`config.mk`:
```
export PLATFORM = sky130hd
export DESIGN_NAME = locked_i2c_regs
export DESIGN_NICKNAME = d
export VERILOG_FILES = /design/src/rtl/locked_i2c_regs_pkg.sv /design/src/rtl/locked_i2c_regs_sync.sv /design/src/rtl/locked_i2c_regs_bank.sv /design/src/rtl/locked_i2c_regs.sv
export SDC_FILE = /design/constraint.sdc
export NUM_CORES = 1
export LEC_CHECK = 0
export BUFFER_PORTS_ARGS = -buffer_cell sky130_fd_sc_hd__clkbuf_2
export CAP_MARGIN = 25
export CELL_PAD_IN_SITES_DETAIL_PLACEMENT = 1
export CELL_PAD_IN_SITES_GLOBAL_PLACEMENT = 1
export CORE_UTILIZATION = 45
export CTS_CLUSTER_DIAMETER = 150
export CTS_CLUSTER_SIZE = 40
export DETAILED_ROUTE_END_ITERATION = 8
export PLACE_DENSITY = 0.76
export REMOVE_ABC_BUFFERS = 1
export SLEW_MARGIN = 0
export SYNTH_ARGS = -nofsm -noshare
export SYNTH_HDL_FRONTEND = slang
export SYNTH_SLANG_ARGS = --single-unit
```
`constraint.sdc`:
```
create_clock -name clk -period 3.64 [get_ports clk]
set_input_delay 0.364 -clock clk [delete_from_list [all_inputs] [get_ports clk]]
set_output_delay 0.364 -clock clk [all_outputs]
set_load 0.02 [all_outputs]
```
`src/rtl/locked_i2c_regs_pkg.sv`:
```
package locked_i2c_regs_pkg;

    typedef enum logic [3:0] {
        ST_IDLE,
        ST_ADDR,
        ST_ADDR_ACK,
        ST_OFFS,
        ST_OFFS_ACK,
        ST_WDATA,
        ST_WDATA_ACK,
        ST_RDATA,
        ST_RDATA_ACK,
        ST_IGNORE
    } bus_state_t;

    localparam logic [7:0] OFF_UNLOCK = 8'h40;
    localparam logic [7:0] OFF_SWRST  = 8'h41;
    localparam logic [7:0] UNLOCK_KEY = 8'hAE;

    function automatic logic [7:0] reg_init(input int idx);
        case (idx)
            0, 1, 4, 5: return 8'h80;
            2, 6:       return 8'h8D;
            3:          return 8'h18;
            7:          return 8'h38;
            default:    return 8'h00;
        endcase
    endfunction

    // squelch bytes keep their low nibble at zero
    function automatic logic [7:0] keep_mask(input int idx);
        return (idx == 1 || idx == 5) ? 8'hF0 : 8'hFF;
    endfunction

    function automatic logic [6:0] strap_addr(input logic [2:0] code);
        case (code)
            3'd0, 3'd1: return 7'b0010010;
            3'd2:       return 7'b0010110;
            3'd3:       return 7'b0011110;
            default:    return 7'b0011010;
        endcase
    endfunction

endpackage

```
`src/rtl/locked_i2c_regs_sync.sv`:
```
module locked_i2c_regs_sync #(
    parameter int STAGES = 2
) (
    input  logic clk,
    input  logic rst_n,
    input  logic scl_i,
    input  logic sda_i,
    output logic scl_s,
    output logic sda_s,
    output logic scl_rise,
    output logic scl_fall,
    output logic start_det,
    output logic stop_det
);
    logic [STAGES-1:0] scl_q, sda_q;
    logic              scl_d, sda_d;

    always_ff @(posedge clk or negedge rst_n) begin
        if (!rst_n) begin
            scl_q <= '1;
            sda_q <= '1;
            scl_d <= 1'b1;
            sda_d <= 1'b1;
        end else begin
            scl_q <= {scl_q[STAGES-2:0], scl_i};
            sda_q <= {sda_q[STAGES-2:0], sda_i};
            scl_d <= scl_q[STAGES-1];
            sda_d <= sda_q[STAGES-1];
        end
    end

    assign scl_s     = scl_q[STAGES-1];
    assign sda_s     = sda_q[STAGES-1];
    assign scl_rise  = scl_s & ~scl_d;
    assign scl_fall  = ~scl_s & scl_d;
    assign start_det = scl_s & scl_d & sda_d & ~sda_s;
    assign stop_det  = scl_s & scl_d & ~sda_d & sda_s;
endmodule

```
`src/rtl/locked_i2c_regs_bank.sv`:
```
module locked_i2c_regs_bank
    import locked_i2c_regs_pkg::*;
#(
    parameter int NREG = 8
) (
    input  logic              clk,
    input  logic              rst_n,
    input  logic              wr_en,
    input  logic [7:0]        addr,
    input  logic [7:0]        wdata,
    output logic [7:0]        rd_data,
    output logic [NREG*8-1:0] regs_o,
    output logic              unlocked_o,
    output logic              soft_rst_o
);
    localparam int         IW   = $clog2(NREG);
    localparam logic [7:0] LAST = 8'(NREG - 1);

    logic [7:0] bank [NREG];
    logic       in_bank;

    assign in_bank = (addr <= LAST);

    always_ff @(posedge clk or negedge rst_n) begin
        if (!rst_n) begin
            for (int i = 0; i < NREG; i++) bank[i] <= reg_init(i);
            unlocked_o <= 1'b0;
            soft_rst_o <= 1'b0;
        end else begin
            soft_rst_o <= 1'b0;
            if (wr_en) begin
                if (addr == OFF_UNLOCK) begin
                    if (wdata == UNLOCK_KEY) unlocked_o <= 1'b1;
                end else if (unlocked_o && addr == OFF_SWRST) begin
                    if (wdata[0]) begin
                        for (int i = 0; i < NREG; i++) bank[i] <= reg_init(i);
                        unlocked_o <= 1'b0;
                        soft_rst_o <= 1'b1;
                    end
                end else if (unlocked_o && in_bank) begin
                    bank[addr[IW-1:0]] <= wdata & keep_mask(int'(addr[IW-1:0]));
                end
            end
        end
    end

    assign rd_data = (unlocked_o && in_bank) ? bank[addr[IW-1:0]] : 8'h00;

    for (genvar g = 0; g < NREG; g++) begin : g_out
        assign regs_o[g*8 +: 8] = bank[g];
    end
endmodule

```
`src/rtl/locked_i2c_regs.sv`:
```
module locked_i2c_regs
    import locked_i2c_regs_pkg::*;
#(
    parameter int REG_COUNT   = 8,
    parameter int SYNC_STAGES = 2
) (
    input  logic                   clk,
    input  logic                   rst_n,
    input  logic [2:0]             strap_code,
    input  logic                   scl_i,
    input  logic                   sda_i,
    output logic                   sda_oe,
    output logic [REG_COUNT*8-1:0] regs_o,
    output logic                   soft_rst_o
);
    localparam int REG_BITS = REG_COUNT * 8;

    logic       scl_s, sda_s, scl_rise, scl_fall, start_det, stop_det;
    logic [6:0] my_addr;
    logic [3:0] bit_cnt;
    logic [7:0] rx_sh, tx_sh, ptr, rd_data, wr_data, next_ptr;
    logic       rw_q, nack_q, wr_en, unlocked, byte_done;
    bus_state_t state_q, state_d;

    locked_i2c_regs_sync #(.STAGES(SYNC_STAGES)) u_sync (
        .clk(clk), .rst_n(rst_n), .scl_i(scl_i), .sda_i(sda_i),
        .scl_s(scl_s), .sda_s(sda_s), .scl_rise(scl_rise), .scl_fall(scl_fall),
        .start_det(start_det), .stop_det(stop_det)
    );

    locked_i2c_regs_bank #(.NREG(REG_COUNT)) u_bank (
        .clk(clk), .rst_n(rst_n), .wr_en(wr_en), .addr(ptr), .wdata(wr_data),
        .rd_data(rd_data), .regs_o(regs_o), .unlocked_o(unlocked),
        .soft_rst_o(soft_rst_o)
    );

    assign my_addr   = strap_addr(strap_code);
    assign byte_done = (bit_cnt == 4'd8);
    assign next_ptr  = {ptr[7:2], ptr[1:0] + 2'd1};

    always_comb begin
        state_d = state_q;
        if (stop_det) begin
            state_d = ST_IDLE;
        end else if (start_det) begin
            state_d = ST_ADDR;
        end else if (scl_fall) begin
            unique case (state_q)
                ST_IDLE, ST_IGNORE: ;
                ST_ADDR:      if (byte_done) state_d = (rx_sh[7:1] == my_addr) ? ST_ADDR_ACK : ST_IGNORE;
                ST_ADDR_ACK:  state_d = rw_q ? ST_RDATA : ST_OFFS;
                ST_OFFS:      if (byte_done) state_d = ST_OFFS_ACK;
                ST_OFFS_ACK:  state_d = ST_WDATA;
                ST_WDATA:     if (byte_done) state_d = ST_WDATA_ACK;
                ST_WDATA_ACK: state_d = ST_WDATA;
                ST_RDATA:     if (byte_done) state_d = ST_RDATA_ACK;
                ST_RDATA_ACK: state_d = nack_q ? ST_IGNORE : ST_RDATA;
                default:      state_d = ST_IDLE;
            endcase
        end
    end

    always_ff @(posedge clk or negedge rst_n) begin
        if (!rst_n) state_q <= ST_IDLE;
        else        state_q <= state_d;
    end

    always_ff @(posedge clk or negedge rst_n) begin
        if (!rst_n) begin
            bit_cnt <= '0;
            rx_sh   <= '0;
            tx_sh   <= '0;
            ptr     <= '0;
            wr_data <= '0;
            rw_q    <= 1'b0;
            nack_q  <= 1'b0;
            wr_en   <= 1'b0;
            sda_oe  <= 1'b0;
        end else begin
            wr_en <= 1'b0;
            if (stop_det || start_det) begin
                sda_oe  <= 1'b0;
                bit_cnt <= '0;
            end else begin
                if (scl_rise) begin
                    if (state_q inside {ST_ADDR, ST_OFFS, ST_WDATA, ST_RDATA}) begin
                        rx_sh   <= {rx_sh[6:0], sda_s};
                        bit_cnt <= bit_cnt + 4'd1;
                    end
                    if (state_q == ST_RDATA_ACK) nack_q <= sda_s;
                end
                if (scl_fall) begin
                    if (state_q == ST_ADDR && byte_done) rw_q <= rx_sh[0];
                    if (state_q == ST_OFFS && byte_done) ptr <= rx_sh;
                    if (state_q == ST_WDATA && byte_done) begin
                        wr_en   <= 1'b1;
                        wr_data <= rx_sh;
                    end
                    if (state_q == ST_WDATA_ACK) ptr <= next_ptr;

                    if (state_d inside {ST_ADDR_ACK, ST_OFFS_ACK, ST_WDATA_ACK}) begin
                        sda_oe  <= 1'b1;
                        bit_cnt <= '0;
                    end else if (state_d == ST_RDATA && state_q != ST_RDATA) begin
                        tx_sh   <= rd_data;
                        sda_oe  <= ~rd_data[7];
                        bit_cnt <= '0;
                    end else if (state_q == ST_RDATA && !byte_done) begin
                        tx_sh  <= {tx_sh[6:0], 1'b0};
                        sda_oe <= ~tx_sh[6];
                    end else if (state_q == ST_RDATA) begin
                        sda_oe <= 1'b0;
                        ptr    <= next_ptr;
                    end else begin
                        sda_oe <= 1'b0;
                    end
                end
            end
        end
    end
endmodule

```
==> impl_metrics.env <==
export IMPL_crit_family="simple AND/OR/NAND/NOR gates"
export IMPL_fin_skew_ns=0.0102
export IMPL_cts_tree="built"
export IMPL_nNetsFinal=608
export IMPL_dp_cells=719
export IMPL_critPathCaptureType="register"
export IMPL_drive_gt1_frac=0.277
export IMPL_final_area_mm2=0.00639
export IMPL_dieArea_mm2=0.0123
export IMPL_cap_viol_max_count=0
export IMPL_crit_buf_inv=1
export IMPL_wire_per_inst_um=22.5
export IMPL_ios=73
export IMPL_postSynthCellCount=521
export IMPL_clk_pin_slew_ns=0.05
export IMPL_drcViolationCount=13
export IMPL_dr_pass1_iters=7
export IMPL_rows=39
export IMPL_peakVddDrop_v=0.000376
export IMPL_antenna_found_initial=0
export IMPL_avgSynthCellArea_um2=10.3
export IMPL_die_w_um=111
export IMPL_critPathSlowestCell="nor4b_4"
export IMPL_synthToLayoutAreaGrowth_pct=19.6
export IMPL_timing_final_ws_setup_ns=0.504
export IMPL_clock_latency_ns=0.42
export IMPL_start_util=0.464
export IMPL_critPathMaxStageDelay_ns=0.58
export IMPL_drt_total_wl_mm=16.9
export IMPL_path_common_cell="mux2_2"
export IMPL_dpl_hpwl_mm=11.8
export IMPL_cp_data_arrival_time_ns=3.44
export IMPL_tightest_slew_ns=0.929
export IMPL_slew_headroom=0.377
export IMPL_ys_seq_area_frac=0.544
export IMPL_final_cell_mix="dfrtp_1 (92), clkbuf_2 (71), nand2_1 (51)"
export IMPL_cts_sink_count=115
export IMPL_worstPathMaxFanout=9
export IMPL_total_power_mw=3.29
export IMPL_holdWs_ns=0.0234
export IMPL_die_y_um=111
export IMPL_grtUsageTotal=0.291
export IMPL_cts_root_buf="clkbuf_16"
export IMPL_viasPerCell=6.16
export IMPL_htreeDepth=4
export IMPL_synth_ff_type="dfrtp_1"
export IMPL_gp_congestion=0.833
export IMPL_synth_edf_count=0
export IMPL_synth_ff_latch_count=115
export IMPL_vias=4635
export IMPL_synth_cell_types=58
export IMPL_cts_buffers=17
export IMPL_syn_cell_area_mm2=0.00534
export IMPL_grt_max_degree=66
export IMPL_maxSlewViolCount=0
export IMPL_final_util=0.555
export IMPL_num_antenna_cells=0
export IMPL_setup_tns_ns=0
export IMPL_power_density_mw_per_mm2=514
export IMPL_yosysWarnings=0
export IMPL_place_area_mm2=0.00584
export IMPL_hold_viol_final=0
export IMPL_crit_chain="inv_1 -> ha_1 -> and3b_1 -> nand3_1 -> a41o_1 -> nor2_1 -> nor4b_4 -> mux2_2 -> mux2_2"
export IMPL_pre_cts_ws_ns=0.503
export IMPL_grt_pass1_wl_mm=26.8
export IMPL_leakagePower_nw=2.92
export IMPL_startpoint_type="register"
export IMPL_layout_commonest_cell="dfrtp_1"
export IMPL_setup_violations_final=0
export IMPL_crit_type="register to register"
export IMPL_max_freq_ghz=0.319
export IMPL_outcome="finished, violations left"
export IMPL_async_flop_share=1.00
export IMPL_cts_resized_gates=0
export IMPL_cts_setup_buffers=0
export IMPL_drt_initial_drc_count=300
export IMPL_period_share=0.861
export IMPL_core_mm2=0.0115
export IMPL_min_delay_path_class="input port to register"
export IMPL_ant_nets=0
export IMPL_crit_required_ns=3.94
export IMPL_cts_hold_fix_buffers=1
export IMPL_grt_overflow_total=0
export IMPL_port_buffers=72
export IMPL_clk_path_buf_depth=2
export IMPL_rsz0062_at_grt="no"
export IMPL_violations="design-rule violations"
export IMPL_grt_pass1_vias=4755
export IMPL_instances_no_fill=753
export IMPL_finalCriticalPeriod_ns=3.14
## cells by family (layout without fill, tap and decap cells)
logic type	count (synthesis)	after routing	share of synthesized area
AO/OA/AOI/OAI	156	156	0.186
AND/OR/NAND/NOR	160	160	0.148
XOR/XNOR	5	5	0.00820
flip-flops	115	115	0.544
buffers and inverters	49	138	0.0372
multiplexers	32	32	0.0675
adder cells (fa/ha/maj)	4	4	0.00937
## where the power goes
part	total, mW	internal, mW	switching, mW
Clock	1.52	0.949	0.573
Combinational	0.313	0.126	0.187
Sequential	1.45	1.35	0.0993
## cells in the mapped netlist, drive strengths merged, types with 2 or more instances
cell	count	area, um2
nand2	51	191
a41o	2	20.0
clkinv	2	7.51
nor2b	6	37.5
o21ai	46	234
nand4b	2	17.5
dfstp	23	604
and3	3	18.8
or3	5	31.3
and2	2	13.8
nand4	5	31.3
nand3	11	55.1
ha	4	50.1
nor4b	2	38.8
o22a	3	26.3
xnor2	2	17.5
a32o	2	20.0
nand2b	4	25.0
o31ai	3	22.5
nor3	13	65.1
clkbuf	17	63.8
inv	23	86.3
a21oi	26	130
buf	7	41.3
nand3b	3	22.5
mux2	32	360
o221ai	7	61.3
xor2	3	26.3
a22o	12	105
a31oi	7	43.8
nor2	43	164
a22oi	5	37.5
o22ai	34	213
or2	4	25.0
dfrtp	92	2300
## cell type report
cell class / count / area (um2)
clock inverters: 6 / 57.6
clock buffers: 26 / 469
well taps: 143 / 179
flip-flops and latches: 115 / 2910
fillers: 1315 / 5130
inverters: 25 / 93.8
repair buffers: 81 / 445
multi-input cells: 357 / 2240
## sequential cells by signal (all words and copies together) (netlist names)
signal and count:
sda_oe 1, u_sync.sda_d 1, rx_sh 8, state_q 4
u_bank.regs_o 64, rw_q 1, wr_data 8, nack_q 1
u_bank.soft_rst_o 1, bit_cnt 4, u_bank.unlocked_o 1, tx_sh 7
wr_en 1, ptr 8, u_sync.scl_q 2, u_sync.sda_q 2
u_sync.scl_d 1
## routing by layer
| metal | wire, um | global-route usage | part of all wire | vias to the layer above |
|---|---|---|---|---|
| met5 | 0 | 0 | 0 | - |
| met2 | 8450 | 0.479 | 0.50 | 150 |
| met1 | 7200 | 0.364 | 0.42 | 2397 |
| met4 | 463 | 0.133 | 0.027 | 0 |
| li1 | - | - | - | 2055 |
| met3 | 841 | 0.0705 | 0.050 | 33 |
## path summary, 6_finish.rpt
check                                               start                           end  slack, ns  depth (start not counted)
worst min-delay path                                sda_i     u_sync.sda_q[0]$_DFF_PN1_       0.02                          1
worst max register to register       bit_cnt[0]$_DFF_PN0_          tx_sh[1]$_DFFE_PN0P_       0.50                          9
worst max-delay path                 bit_cnt[0]$_DFF_PN0_          tx_sh[1]$_DFFE_PN0P_       0.50                          9
min in group asynchronous                           rst_n  u_bank.regs_o[5]$_DFFE_PN0P_       0.52                          2
worst min register to register  u_sync.scl_q[0]$_DFF_PN1_     u_sync.scl_q[1]$_DFF_PN1_       0.35                          0
max in group asynchronous                           rst_n     u_sync.sda_q[0]$_DFF_PN1_       2.29                          3
Note: power is estimated with default switching activity, not from simulation.
